--- config.mk ---
export PLATFORM = sky130hd
export DESIGN_NAME = wsbus_master
export DESIGN_NICKNAME = d
export VERILOG_FILES = /design/src/rtl/wsbus_pkg.sv /design/src/rtl/wsbus_sequencer.sv /design/src/rtl/wsbus_xfer_latch.sv /design/src/rtl/wsbus_read_capture.sv /design/src/rtl/wsbus_pin_drive.sv /design/src/rtl/wsbus_master.sv
export SDC_FILE = /design/constraint.sdc
export NUM_CORES = 1
export LEC_CHECK = 0
export BUFFER_PORTS_ARGS = -buffer_cell sky130_fd_sc_hd__buf_2
export CAP_MARGIN = 20
export CORE_MARGIN = 3
export CORE_UTILIZATION = 48
export DETAILED_ROUTE_END_ITERATION = 10
export GPL_TIMING_DRIVEN = 0
export PLACE_DENSITY = 0.84
export SYNTH_ARGS = -nofsm -noshare
export SYNTH_HDL_FRONTEND = slang
export SYNTH_SLANG_ARGS = --single-unit
--- constraint.sdc ---
create_clock -name clk -period 4.25 [get_ports clk]
set_input_delay 0 -clock clk [delete_from_list [all_inputs] [get_ports clk]]
set_output_delay 0 -clock clk [all_outputs]
set_load 0.1 [all_outputs]
--- src/rtl/wsbus_pkg.sv ---
// Package: shared phase encoding for the wait-state bus master.
// Assumes: one transfer at a time; phases are visited strictly in order.
package wsbus_pkg;

    // Transfer phases, visited in this order for every transfer.
    typedef enum logic [2:0] {
        PH_IDLE   = 3'd0,  // no transfer, strobes high
        PH_ADDR   = 3'd1,  // address driven, strobes still high
        PH_STROBE = 3'd2,  // strobe low, ready not yet sampled
        PH_WAIT   = 3'd3,  // strobe low, write data driven, ready sampled
        PH_DONE   = 3'd4   // strobe released, completion pulse
    } wsbus_phase_e;

endpackage

--- src/rtl/wsbus_sequencer.sv ---
// Module: phase sequencer of the bus master.
// Walks idle -> address -> strobe -> wait -> done -> idle.
// Holds the address phase for ADDR_SETUP cycles.
// Assumes: ADDR_SETUP >= 1; ready is synchronous to clk.
module wsbus_sequencer
    import wsbus_pkg::*;
#(
    parameter int ADDR_SETUP = 1
) (
    input  logic         clk,
    input  logic         rst_n,
    input  logic         start,
    input  logic         ready,
    output wsbus_phase_e phase,
    output logic         accept
);

    localparam int CW = (ADDR_SETUP > 1) ? $clog2(ADDR_SETUP) : 1;
    localparam logic [CW-1:0] SETUP_LAST = CW'(ADDR_SETUP - 1);

    wsbus_phase_e  phase_q, phase_d;
    logic [CW-1:0] setup_cnt_q;

    // A start is taken only while no transfer is running.
    assign accept = start && (phase_q == PH_IDLE);
    assign phase  = phase_q;

    // Next-phase decision.
    always_comb begin
        phase_d = phase_q;
        unique case (phase_q)
            PH_IDLE:   if (accept) phase_d = PH_ADDR;
            PH_ADDR:   if (setup_cnt_q == SETUP_LAST) phase_d = PH_STROBE;
            PH_STROBE: phase_d = PH_WAIT;
            PH_WAIT:   if (ready) phase_d = PH_DONE;
            PH_DONE:   phase_d = PH_IDLE;
            default:   phase_d = PH_IDLE;
        endcase
    end

    // Phase register.
    always_ff @(posedge clk) begin
        if (!rst_n) phase_q <= PH_IDLE;
        else        phase_q <= phase_d;
    end

    // Address setup counter, cleared outside the address phase.
    always_ff @(posedge clk) begin
        if (!rst_n)                 setup_cnt_q <= '0;
        else if (phase_q == PH_ADDR) setup_cnt_q <= setup_cnt_q + 1'b1;
        else                        setup_cnt_q <= '0;
    end

endmodule

--- src/rtl/wsbus_xfer_latch.sv ---
// Module: request latch.
// Holds address, direction and write data from the accepted start until
// the next accepted start.
// Assumes: accept is high for exactly one cycle per transfer.
module wsbus_xfer_latch #(
    parameter int AW = 20,
    parameter int DW = 16
) (
    input  logic          clk,
    input  logic          rst_n,
    input  logic          accept,
    input  logic          in_write,
    input  logic [AW-1:0] in_addr,
    input  logic [DW-1:0] in_wdata,
    output logic          is_write,
    output logic [AW-1:0] addr,
    output logic [DW-1:0] wdata
);

    // Capture the request fields when a start is accepted.
    always_ff @(posedge clk) begin
        if (!rst_n) begin
            is_write <= 1'b0;
            addr     <= '0;
            wdata    <= '0;
        end else if (accept) begin
            is_write <= in_write;
            addr     <= in_addr;
            wdata    <= in_wdata;
        end
    end

endmodule

--- src/rtl/wsbus_read_capture.sv ---
// Module: read data register.
// Loads the incoming bus data on the edge where ready ends the wait phase
// of a read, then holds it.
// Assumes: bus_din is valid whenever ready is high in the wait phase.
module wsbus_read_capture
    import wsbus_pkg::*;
#(
    parameter int DW = 16
) (
    input  logic          clk,
    input  logic          rst_n,
    input  wsbus_phase_e  phase,
    input  logic          is_write,
    input  logic          ready,
    input  logic [DW-1:0] din,
    output logic [DW-1:0] rdata
);

    logic load;
    assign load = (phase == PH_WAIT) && ready && !is_write;

    // Hold register for the last completed read.
    always_ff @(posedge clk) begin
        if (!rst_n)    rdata <= '0;
        else if (load) rdata <= din;
    end

endmodule

--- src/rtl/wsbus_pin_drive.sv ---
// Module: bus pin decode.
// Turns the registered phase and direction into strobes, data enable,
// busy and done.
// Assumes: phase and is_write come straight from flops, so the decoded
// pins change only after clock edges.
module wsbus_pin_drive
    import wsbus_pkg::*;
(
    input  wsbus_phase_e phase,
    input  logic         is_write,
    output logic         rd_n,
    output logic         wr_n,
    output logic         dout_en,
    output logic         busy,
    output logic         done
);

    logic strobe_on;

    // Strobe and data-enable decode.
    always_comb begin
        strobe_on = (phase == PH_STROBE) || (phase == PH_WAIT);
        rd_n      = !(strobe_on && !is_write);
        wr_n      = !(strobe_on && is_write);
        dout_en   = (phase == PH_WAIT) && is_write;
    end

    // Handshake decode toward the requester.
    always_comb begin
        busy = (phase != PH_IDLE);
        done = (phase == PH_DONE);
    end

endmodule

--- src/rtl/wsbus_master.sv ---
// Module: wait-state memory bus master (top).
// Runs single reads and writes with an ordered address / strobe / data
// sequence and ready-controlled wait states.
// Assumes: synchronous memory ready; the shared data bus is built outside
// from bus_dout, bus_dout_en and bus_din.
module wsbus_master
    import wsbus_pkg::*;
#(
    parameter int AW         = 20,
    parameter int DW         = 16,
    parameter int ADDR_SETUP = 1
) (
    input  logic          clk,
    input  logic          rst_n,
    input  logic          req_start,
    input  logic          req_write,
    input  logic [AW-1:0] req_addr,
    input  logic [DW-1:0] req_wdata,
    output logic [DW-1:0] rsp_rdata,
    output logic          rsp_done,
    output logic          busy,
    output logic [AW-1:0] bus_addr,
    output logic [DW-1:0] bus_dout,
    output logic          bus_dout_en,
    input  logic [DW-1:0] bus_din,
    output logic          bus_rd_n,
    output logic          bus_wr_n,
    input  logic          bus_ready
);

    wsbus_phase_e phase;
    logic         accept;
    logic         is_write;

    wsbus_sequencer #(.ADDR_SETUP(ADDR_SETUP)) seq_i (
        .clk    (clk),
        .rst_n  (rst_n),
        .start  (req_start),
        .ready  (bus_ready),
        .phase  (phase),
        .accept (accept)
    );

    wsbus_xfer_latch #(.AW(AW), .DW(DW)) latch_i (
        .clk      (clk),
        .rst_n    (rst_n),
        .accept   (accept),
        .in_write (req_write),
        .in_addr  (req_addr),
        .in_wdata (req_wdata),
        .is_write (is_write),
        .addr     (bus_addr),
        .wdata    (bus_dout)
    );

    wsbus_read_capture #(.DW(DW)) rcap_i (
        .clk      (clk),
        .rst_n    (rst_n),
        .phase    (phase),
        .is_write (is_write),
        .ready    (bus_ready),
        .din      (bus_din),
        .rdata    (rsp_rdata)
    );

    wsbus_pin_drive pins_i (
        .phase    (phase),
        .is_write (is_write),
        .rd_n     (bus_rd_n),
        .wr_n     (bus_wr_n),
        .dout_en  (bus_dout_en),
        .busy     (busy),
        .done     (rsp_done)
    );

endmodule

## Word-level counts from Yosys, hierarchy flattened

Cells that the tools add are included.
W data, S select, Z words.

| cells by class | value |
|---|---|
| add/sub/neg operators | 1 |
| equal/unequal tests | 7 |
| mux-type cells | 4 |
| reduce and logical (&&, ||, !) cells | 14 |

Operators by type and width:

| operator | count |
|---|---|
| $pmux W3 S4 | 1 |
| $mux W3 | 3 |
| $eq A3 B2 Y1 const B | 2 |
| $logic_and A1 B1 Y1 | 6 |
| $ne A2 B2 Y1 const B | 3 |
| $eq A3 B1 Y1 const B | 1 |
| $eq A3 B3 Y1 const B | 1 |
| $logic_not A1 Y1 | 3 |
| $logic_not A3 Y1 | 1 |
| $reduce_and A3 Y1 | 1 |
| $reduce_bool A3 Y1 | 1 |
| $reduce_and A2 Y1 | 1 |
| $add A1 B1 Y1 const B | 1 |
| $logic_or A1 B1 Y1 | 1 |

| storage, ports and cells | value |
|---|---|
| flip-flop bits (word level) | 57 |
| input port bits | 57 |
| output and inout bits | 57 |

## Logic depth before layout (Yosys ltp)

Gate-level depths: netlist (run 1).

| logic depth | value |
|---|---|
| depth in word-level cells | 4 |
| mapped depth | 6 |
| gate-level depth less buffers | 3 |

## Hierarchy

Synthesis (run 1) repeated with hierarchy kept, for this count alone.

| unflattened totals | value |
|---|---|
| cell total of the unflattened synthesis | 208 |
| area, all modules | 2275.9 µm² |

By module, submodules not included:

| module | times used | cells each | area an instance (µm²) |
|---|---|---|---|
| wsbus_xfer_latch | 1 | 118 | 1425.1 |
| wsbus_read_capture | 1 | 70 | 658.1 |
| wsbus_sequencer | 1 | 15 | 152.6 |
| wsbus_pin_drive | 1 | 5 | 40.0 |

## Worst setup path after synthesis (run 1)

No wires, ideal clock.

| timing path | value |
|---|---|
| path type | register to output |
| start point | reg seq_i.phase_q[0], in the netlist seq_i.phase[0] |
| end point | out rsp_done |
| data arrival time | 2.650 ns |
| data required time | 4.250 ns |
| path slack | 1.600 ns |
| stages on the path, launching flop included | 3 |
| path buffers | 1 |
| path through | dfxtp_1 -> buf_2 -> nor3b_1 |

| on the way | value |
|---|---|
| longest elaborated chain between the ends | 1 |

RTL lines:

| what | line | source |
|---|---|---|
| start: declaration | wsbus_sequencer.sv:21 | `wsbus_phase_e phase_q, phase_d;` |
| start signal: assignment | wsbus_sequencer.sv:44 | `else phase_q <= phase_d;` |
| $eq A3 B3 Y1 | wsbus_pin_drive.sv:31 | `done = (phase == PH_DONE);` |
| end: declaration | wsbus_master.sv:20 | `output logic rsp_done,` |

Every way passes these cells.

## Worst setup path in the final report (run 1)

| timing path | value |
|---|---|
| start point | reg seq_i.phase_q[1], in the netlist seq_i.phase[1] |
| end point | reg rcap_i.rdata[0] |

| on the way | value |
|---|---|
| longest elaborated chain between the ends | 3 |

RTL lines:

| what | line | source |
|---|---|---|
| $eq A3 B2 Y1 | wsbus_read_capture.sv:20 | `assign load = (phase == PH_WAIT) && ready && !is_write;` |
| $logic_and A1 B1 Y1 (2 in series) | wsbus_read_capture.sv:20 |  |
| end signal: assignment | wsbus_read_capture.sv:25 | `else if (load) rdata <= din;` |
| end: declaration | wsbus_read_capture.sv:16 | `output logic [DW-1:0] rdata` |

Every way passes these cells.
A chain may end at the register's enable or synchronous reset.

==> results.toml, run 1 <==
[cts]
clkLatencyLatePin_ns = 0.33
clk_pin_slew_worst_paths_ns = 0.06
cts_tree = "done"
cts_made_buffers = 9
cts-root-buf = "clkbuf_8"
htreeDepth = 3
clock_sinks = 57
clockBufferDepth = 2

[critical_path]
rrSetupSlack_ns = 2.67
crit_path_start = "seq_i.phase[1]$_SDFFE_PN0P_"
path_cells = "buf_6 -> or3b_4 -> nor2_8 -> buf_12 -> mux2i_1"
critPathKind = "reg2reg"
cp.required_ns = 4.50
cp.arrival_ns = 1.82
timing.rr.start = "seq_i.phase[1]$_SDFFE_PN0P_"
worstPathMaxFanout = 10
reg2regPathDepth = 5
crit_path_top_delay_cell = "or3b_4"
r2r_end = "rcap_i.rdata[0]$_SDFFE_PN0P_"
worstSetupStartpointType = "flip-flop"
cp-end-kind = "flip-flop"
critPathCapture = "rcap_i.rdata[0]$_SDFFE_PN0P_"
slowest_delay_ns = 0.42

[sta]
fin_ws_ns = 2.673
worst-slew-pin-transition_ns = 0.5190
slew_headroom_pct = 65.40
fin_skew_ns = 0.008196
finalCriticalPeriod_ns = 1.577
setup_viol = 0
max_freq_ghz = 0.6340
timing.final.max_slew_violations = 0
rsz0062_at_grt = "no"
post-route-period-util_pct = 37.11
finalSetupTns_ns = 0
hold_slack_ns = 0.02208
hold_viol = 0

[floorplan]
fp.dieW_um = 73.62
pin_count = 114
die_h_um = 73.62
coreArea_mm2 = 0.004202
fp-row-count = 23
die_area_mm2 = 0.005419
start_util_pct = 52.23

[finish]
area_growth_syn_to_layout_pct = 61.63
final_cells = 491
stdcell_area_mm2 = 0.003547
n_antenna_cell = 0
final_nets = 493
drive_above_1_share_pct = 31.52

[synthesis]
yosysTopAreaCellShare_pct = 52.00
synthTopCellsByArea = "dfxtp_1, nand2_1, nand3_1, o21ai_1, mux2i_1"
syn_area_per_cell_um2 = 8.473
synth-edff-count = 0
ys_top_cells_by_count = "nand2_1, dfxtp_1, nand3_1"
ys.flop_type = "dfxtp_1"
synth.most_common_cell = "nand2_1"
ys_seq_elements = 57
syn_inst = 259
yosys_warnings = 0
synth-seq-area-share_pct = 52.00
synth_cell_types = 24
synthesis.area_mm2 = 0.002195
async_reset_ff_share_pct = 0
netlist.top_cell.by_area = "dfxtp_1"
syn_nets = 316

[drt]
wirelength_um = 7863
post_drt_wl_per_cell_um = 16.01
firstDrtPassIters = 5
via_count = 2599
ant_nets = 0
drc_errors = 0
drtIter0Drc = 186
drt-vias-per-instance = 5.293

[place]
dp_slack_ns = 2.741
dpl.hpwl_um = 4091
numPortBuffers = 112
post-place-cells = 421
place_congestion = 0.7428
placed_area_mm2 = 0.002818

[min_path]
hold_path.class = "in2reg"

[power]
power_per_cell_area_mw_per_mm2 = 454.0
leakagePower_nw = 1.647
ir_drop_mv = 0.3546

[global_routing]
grt_pass1_wl_um = 12410
grt_usage_pct = 30.19
grt_max_degree = 11
first_global_vias = 2549
antenna_found_initial = 0
grt-ovfl-total = 0

[status]
status = "finished clean"

[job]
max_cap_violations = 0
[report_power, final]
part / total, W / internal (W) / leakage, nW / switching, W
Sequential: 0.000594 / 0.000573 / 0.465 / 0.0000207
Clock: 0.000495 / 0.000286 / 0.0974 / 0.000210
Combinational: 0.000521 / 0.000122 / 1.08 / 0.000399
[worst max-delay path, delay by kind of cell (launching register included)]
kind                   cells  cell delay, ns
and+or+nand+nor            2            0.64
DFF                        1            0.32
buffers and inverters      2            0.31
muxes                      1            0.23
[per-layer routing]
layer | up-vias | GRT usage, % | wire [um]
met5 | - | 0 | 0
met4 | 0 | 13.28 | 242
met3 | 27 | 9.029 | 722
met2 | 164 | 52.26 | 3805
met1 | 1184 | 33.99 | 3093
li1 | 1224 | - | -
[what timing repair did]
action	CTS	global route
resized for setup	0	0
hold buffers	54	0
buffers inserted	0	0
endpoints found under the hold margin	55	0
[layout by cell type, fill, tap and decap left out, types with 10 or more instances in the layout]
cell	count
clkbuf_8	10
nand2_1	73
clkbuf_1	14
mux2i_1	16
dlygate4sd3_1	54
buf_2	118
nand3_1	38
dfxtp_1	57
o21ai_1	37
[registers in the layout, summed over array words and instances (netlist names)]
signal             cells
latch_i.addr          20
latch_i.is_write       1
latch_i.wdata         16
rcap_i.rdata          16
seq_i.phase            3
seq_i.setup_cnt_q      1
[through the flow]
step	util (%)	power (W)
floorplan	-	0.0009834
global placement	67.06	0.001068
detailed placement	67.06	0.001073
CTS	84.43	0.001598
global route	84.43	0.001665
finish	84.43	0.001610
[worst min-delay path by stage]
stage	from	end	slack, ns	cells after the start
after CTS	req_start	seq_i.phase[0]$_SDFFE_PN0P_	0.01	3
after global routing	req_start	seq_i.phase[0]$_SDFFE_PN0P_	0.08	3
after detailed placement	req_wdata[12]	latch_i.wdata[12]$_SDFFE_PN0P_	0.23	3
final	req_start	seq_i.phase[0]$_SDFFE_PN0P_	0.02	3
after global placement	req_addr[17]	latch_i.addr[17]$_SDFFE_PN0P_	0.22	3
after floorplan	req_addr[0]	latch_i.addr[0]$_SDFFE_PN0P_	0.14	2
[cell type report]
cell class	count	area, um2
Sequential cell	57	1141
Tap cell	50	62.56
Fill cell	234	654.4
Timing Repair Buffer	166	1101
Multi-Input combinational cell	179	924.6
Clock buffer	13	148.9
Clock inverter	3	40.04
Buffer	23	128.9
[cells by family (layout without fill, tap and decap cells)]
| family | after synthesis | after routing | synth area share [%] |
|---|---|---|---|
| AOI/OAI and AO/OA | 40 | 40 | 9.350 |
| buffers and inverters | 23 | 205 | 5.872 |
| DFF | 57 | 57 | 52.00 |
| muxes | 16 | 16 | 7.297 |
| and+or+nand+nor | 123 | 123 | 25.48 |
Note: power is estimated with default switching activity, not from simulation.
==> run 2: changes to the inputs <==
--- a/config.mk
+++ b/config.mk
@@ -5,13 +5,14 @@
 export SDC_FILE = /design/constraint.sdc
 export NUM_CORES = 1
 export LEC_CHECK = 0
+export ABC_AREA = 1
 export BUFFER_PORTS_ARGS = -buffer_cell sky130_fd_sc_hd__buf_2
 export CAP_MARGIN = 20
 export CORE_MARGIN = 3
-export CORE_UTILIZATION = 48
+export CORE_UTILIZATION = 44
 export DETAILED_ROUTE_END_ITERATION = 10
 export GPL_TIMING_DRIVEN = 0
-export PLACE_DENSITY = 0.84
+export PLACE_DENSITY = 0.78
 export SYNTH_ARGS = -nofsm -noshare
 export SYNTH_HDL_FRONTEND = slang
 export SYNTH_SLANG_ARGS = --single-unit
==> constraint.sdc (replaced) <==
create_clock -name clk -period 1.5 [get_ports clk]
set_input_delay 0 -clock clk [delete_from_list [all_inputs] [get_ports clk]]
set_output_delay 0 -clock clk [all_outputs]
set_load 0.1 [all_outputs]
==> run 2 against run 1 <==
Die area grew 7.3%. Sequential power grew to 3.0 times the previous value. Highest routed layer unchanged. Critical path type is now reg2out. Cell area grew 1.3%. Hold slack lost 0.0091 ns. Count of clock-buffer cells in the layout shrank 2. Cell count grew 4.3%. Synthesized area shrank 1.1%. Register-to-register slack lost 2.6 ns. Critical endpoint is now bus_wr_n. Clock skew shrank 0.0011 ns. Via count shrank 6.3%.
==> results.toml, run 2 <==
[status]
status = "finished clean"

[global_routing]
antenna_found_initial = 0
grt_max_degree = 11
grt_usage_pct = 23.65
first_global_vias = 2360
grt_pass1_wl_um = 11040
grt-ovfl-total = 0

[sta]
hold_viol = 0
timing.final.max_slew_violations = 0
post-route-period-util_pct = 94.58
worst-slew-pin-transition_ns = 0.5087
finalSetupTns_ns = 0
setup_viol = 0
fin_skew_ns = 0.007090
max_freq_ghz = 0.7049
finalCriticalPeriod_ns = 1.419
rsz0062_at_grt = "no"
slew_headroom_pct = 66.09

[critical_path]
cp.arrival_ns = 1.42
r2r_end = "latch_i.addr[14]$_SDFFE_PN0P_"
cp.required_ns = 1.50
timing.rr.start = "seq_i.phase[0]$_SDFFE_PN0P_"
worstSetupStartpointType = "flip-flop"
critPathKind = "reg2out"
worstPathMaxFanout = 4
reg2regPathDepth = 6
rrSetupSlack_ns = 0.11
cp-end-kind = "output port"

[power]
total_power_w = 0.005509
ir_drop_mv = 1.026
leakagePower_nw = 1.708
power_per_cell_area_mw_per_mm2 = 1534

[synthesis]
netlist.top_cell.by_area = "dfxtp_1"
syn_area_per_cell_um2 = 8.161
async_reset_ff_share_pct = 0
ys_top_cells_by_count = "dfxtp_1, inv_1, a21oi_1"
yosys_warnings = 0
ys.flop_type = "dfxtp_1"
synthTopCellsByArea = "dfxtp_1, a21oi_1, o21ai_1, inv_1, nor2_1"
yosysTopAreaCellShare_pct = 52.56
ys_seq_elements = 57
synth_cell_types = 22
synth.most_common_cell = "dfxtp_1"
syn_nets = 323
syn_inst = 266
synth-seq-area-share_pct = 52.56
synth-edff-count = 0
synthesis.area_mm2 = 0.002171

[drt]
via_count = 2434
ant_nets = 0
firstDrtPassIters = 4
post_drt_wl_per_cell_um = 13.49
drtIter0Drc = 99
drt-vias-per-instance = 4.754
drc_errors = 0
wirelength_um = 6906

[finish]
stdcell_area_mm2 = 0.003592
n_antenna_cell = 0
area_growth_syn_to_layout_pct = 65.48
final_nets = 499
drive_above_1_share_pct = 32.89
biggestRegsByFlops = "latch_i.addr (20), latch_i.wdata (16), rcap_i.rdata (16)"
top_register = "latch_i.addr"
layout_commonest_cell = "buf_2"
post-route-util_pct = 78.70
final_cells = 512
final_cell_mix = "buf_2, dfxtp_1, dlygate4sd3_1, inv_1, a21oi_1"
largest_reg_flops = 20

[place]
numPortBuffers = 112
dpl.hpwl_um = 4018
placed_area_mm2 = 0.002820
place_congestion = 0.7428
post-place-cells = 443

[cts]
clockBufferDepth = 2
clk_pin_slew_worst_paths_ns = 0.06
cts_setup_buffers = 0
cts_made_buffers = 9
clock_sinks = 57
htreeDepth = 3
clkLatencyLatePin_ns = 0.33
cts_tree = "done"
cts-root-buf = "clkbuf_8"

[job]
max_cap_violations = 0

[floorplan]
fp-row-count = 24
die_h_um = 76.24
start_util_pct = 47.56
coreArea_mm2 = 0.004564
fp.dieW_um = 76.24
pin_count = 114
die_area_mm2 = 0.005813

[min_path]
worstHoldEndpoint = "latch_i.wdata[4]$_SDFFE_PN0P_"
hold_path.class = "in2reg"
worst_hold_path.num_cells = 3
hp-start = "req_wdata[4]"
run 2: worst max path at each step:
stage,start,endpoint,slack (ns)
finish,seq_i.phase[2]$_SDFFE_PN0P_,bus_wr_n,0.08
global route,seq_i.phase[2]$_SDFFE_PN0P_,bus_wr_n,0.001
CTS,seq_i.phase[0]$_SDFFE_PN0P_,bus_dout_en,0.007
detailed placement,seq_i.phase[0]$_SDFFE_PN0P_,latch_i.addr[11]$_SDFFE_PN0P_,0.18
global placement,seq_i.phase[0]$_SDFFE_PN0P_,latch_i.addr[16]$_SDFFE_PN0P_,0.19
floorplan,seq_i.phase[2]$_SDFFE_PN0P_,rsp_done,-0.15
run 2: per-layer routing:
| metal | up-vias | track usage [%] | wire length (um) |
|---|---|---|---|
| li1 | 1212 | - | - |
| met1 | 1107 | 26.37 | 2734 |
| met5 | - | 0 | 0 |
| met4 | 0 | 10.33 | 140 |
| met3 | 14 | 5.083 | 402 |
| met2 | 101 | 42.97 | 3628 |
run 2: cell families after synthesis:
group	Yosys count	share of synthesized area (%)
AND/OR/NAND/NOR	59	12.22
AO/OA/AOI/OAI	91	21.27
buffers and inverters	59	13.95
flip-flops	57	52.56
run 2: timing repair:
item | CTS | global route
gates cloned | 0 | 0
hold buffers | 53 | 0
hold endpoints to repair | 53 | 0
gates resized for setup | 2 | 4
endpoints found under the setup margin | 2 | 3
run 2: cell type report:
type | count | area, um2
plain buffers | 16 | 137.6
clock buffers | 11 | 151.4
clock inverters | 5 | 77.57
fillers | 331 | 972.2
inverters | 43 | 166.4
multi-input cells | 150 | 734.5
flip-flops and latches | 57 | 1141
well taps | 65 | 81.33
repair buffers | 165 | 1102
run 2: per-stage QoR:
| step | hold WS, ns | setup slack, ns |
|---|---|---|
| after floorplan | 0.1428 | -0.1536 |
| after global placement | 0.2330 | 0.1861 |
| after detailed placement | 0.2452 | 0.1805 |
| after CTS | 0.004261 | 0.007021 |
| after global routing | 0.07208 | 0.001270 |
| final | 0.01301 | 0.08135 |
run 2: power by group:
group | switching, W | internal, W
Combinational | 0.00165 | 0.000454
Sequential | 0.0000944 | 0.00169
Clock | 0.000609 | 0.00102
run 2: worst max-delay path: stages, from the launching register on:
cell and delay [ns]:
dfxtp_1 0.41, inv_1 0.12, nand3_1 0.14, nand2_1 0.09, nand2_1 0.06, buf_4 0.28
==> run 3: changes to the inputs <==
--- a/config.mk
+++ b/config.mk
@@ -8,11 +8,13 @@
 export ABC_AREA = 1
 export BUFFER_PORTS_ARGS = -buffer_cell sky130_fd_sc_hd__buf_2
 export CAP_MARGIN = 20
+export CELL_PAD_IN_SITES_DETAIL_PLACEMENT = 1
+export CELL_PAD_IN_SITES_GLOBAL_PLACEMENT = 1
 export CORE_MARGIN = 3
-export CORE_UTILIZATION = 44
+export CORE_UTILIZATION = 31
 export DETAILED_ROUTE_END_ITERATION = 10
 export GPL_TIMING_DRIVEN = 0
-export PLACE_DENSITY = 0.78
+export PLACE_DENSITY_LB_ADDON = 0.1
 export SYNTH_ARGS = -nofsm -noshare
 export SYNTH_HDL_FRONTEND = slang
 export SYNTH_SLANG_ARGS = --single-unit
==> run 3 against run 2 <==
Cell area up 0.35%. Die area increased by 38%. Setup slack improved by 0.068 ns. Largest power group unchanged. Sequential power about the same.
==> results.toml, run 3 (same netlist as run 2, synthesis figures left out) <==
[global_routing]
grt_usage_pct = 17.94
grt_max_degree = 11
grt_pass1_wl_um = 11060
grt-ovfl-total = 0
first_global_vias = 2423
antenna_found_initial = 0

[critical_path]
cp.arrival_ns = 1.35
rrSetupSlack_ns = 0.18
reg2regPathDepth = 6
cp-end-kind = "output port"
worstPathMaxFanout = 4
critPathCapture = "bus_dout_en"
crit_path_start = "seq_i.phase[2]$_SDFFE_PN0P_"
critPathKind = "reg2out"
worstSetupStartpointType = "flip-flop"
r2r_end = "latch_i.addr[9]$_SDFFE_PN0P_"
timing.rr.start = "seq_i.phase[1]$_SDFFE_PN0P_"
cp.required_ns = 1.50

[cts]
cts_made_buffers = 9
htreeDepth = 3
clkLatencyLatePin_ns = 0.32
clk_pin_slew_worst_paths_ns = 0.06
clock_sinks = 57
cts_tree = "done"
cts-root-buf = "clkbuf_8"
clockBufferDepth = 2
cts_setup_buffers = 0

[sta]
max_freq_ghz = 0.7406
slew_headroom_pct = 66.69
setup_viol = 0
timing.final.max_slew_violations = 0
worst-slew-pin-transition_ns = 0.5031
hold_viol = 0
post-route-period-util_pct = 90.02
rsz0062_at_grt = "no"
finalCriticalPeriod_ns = 1.350
fin_skew_ns = 0.006905

[floorplan]
start_util_pct = 33.05
pin_count = 114
fp.dieW_um = 89.68
die_area_mm2 = 0.008043
coreArea_mm2 = 0.006568
fp-row-count = 29
die_h_um = 89.68

[status]
status = "finished clean"

[finish]
n_antenna_cell = 0
post-route-util_pct = 54.89
drive_above_1_share_pct = 32.96
final_cells = 539
area_growth_syn_to_layout_pct = 66.05
final_nets = 500
largest_reg_flops = 20
layout_commonest_cell = "buf_2"
biggestRegsByFlops = "latch_i.addr (20), latch_i.wdata (16), rcap_i.rdata (16)"
top_register = "latch_i.addr"
final_cell_mix = "buf_2, dfxtp_1, dlygate4sd3_1, inv_1, a21oi_1"

[power]
ir_drop_mv = 0.6740
leakagePower_nw = 1.700
power_per_cell_area_mw_per_mm2 = 1456
total_power_w = 0.005247

[place]
numPortBuffers = 112
place_congestion = 0.7073
post-place-cells = 471
dpl.hpwl_um = 4583

[drt]
ant_nets = 0
drc_errors = 0
drtIter0Drc = 43
wirelength_um = 6956
via_count = 2363
firstDrtPassIters = 4
drt-vias-per-instance = 4.384
post_drt_wl_per_cell_um = 12.91

[min_path]
hold_path.class = "in2reg"

[job]
max_cap_violations = 0
run 3: cell count changes in the layout (fill, tap and decap cells not counted):
cell           before  now
clkinv_2            2    3
buf_2             109  108
bufinv_16           2    1
nor2_2              2    1
clkinvlp_4          1    0
dfxtp_1            57   55
clkbuf_8           11   10
nor2_4              1    2
dlygate4sd3_1      53   54
buf_6               9   10
dfxtp_2             0    2
run 3: layout make-up:
type | instances | area, um2
Tap cell | 93 | 116.4
Buffer | 16 | 137.6
Clock buffer | 10 | 137.6
Sequential cell | 57 | 1144
Fill cell | 815 | 2963
Inverter | 43 | 166.4
Multi-Input combinational cell | 150 | 739.5
Clock inverter | 4 | 45.04
Timing Repair Buffer | 166 | 1119
run 3: metal layers:
| layer | routed length [um] | global-route usage (%) | vias to the layer above |
|---|---|---|---|
| met5 | 0 | 0 | - |
| met4 | 140 | 8.660 | 0 |
| met3 | 457 | 5.657 | 11 |
| met2 | 3414 | 30.12 | 73 |
| met1 | 2943 | 20.60 | 1075 |
| li1 | - | - | 1204 |
run 3: worst min path at each step:
stage          startpoint                             to  depth (start not counted)
6_report            rst_n  latch_i.wdata[5]$_SDFFE_PN0P_                          3
5_1_grt             rst_n  latch_i.wdata[6]$_SDFFE_PN0P_                          3
4_1_cts         req_start    seq_i.phase[0]$_SDFFE_PN0P_                          5
3_5_place_dp   bus_din[1]   rcap_i.rdata[1]$_SDFFE_PN0P_                          3
3_3_place_gp   bus_din[4]   rcap_i.rdata[4]$_SDFFE_PN0P_                          3
2_1_floorplan   bus_ready    seq_i.phase[2]$_SDFFE_PN0P_                          2
run 3: timing repair:
action,CTS,global route
hold endpoints to repair,54,0
endpoints found under the setup margin,3,9
pin swaps,0,0
hold buffers,54,0
resized for setup,3,8
run 3: worst max-delay path, stage by stage, from the launching register on:
cell and delay [ns]:
dfxtp_2 0.35, inv_1 0.13, nand3_1 0.15, nor2_2 0.11, buf_4 0.29
run 3: metrics by stage:
stage	cell area, um2	setup slack (ns)	hold slack [ns]	TNS [ns]
after global placement	2855	0.1465	0.2316	0
final	3605	0.1498	0.1360	0
after global routing	3605	0.01327	0.1726	0
after detailed placement	2855	0.1046	0.2431	0
after floorplan	2178	-0.1536	0.1428	-0.1536
after CTS	3586	0.02250	0.1343	0
run 3: power breakdown:
part | switching (W) | total (W) | internal, W
Sequential | 0.0000961 | 0.00178 | 0.00169
Clock | 0.000573 | 0.00136 | 0.000785
Combinational | 0.00164 | 0.00211 | 0.000462
Total | 0.00231 | 0.00525 | 0.00293
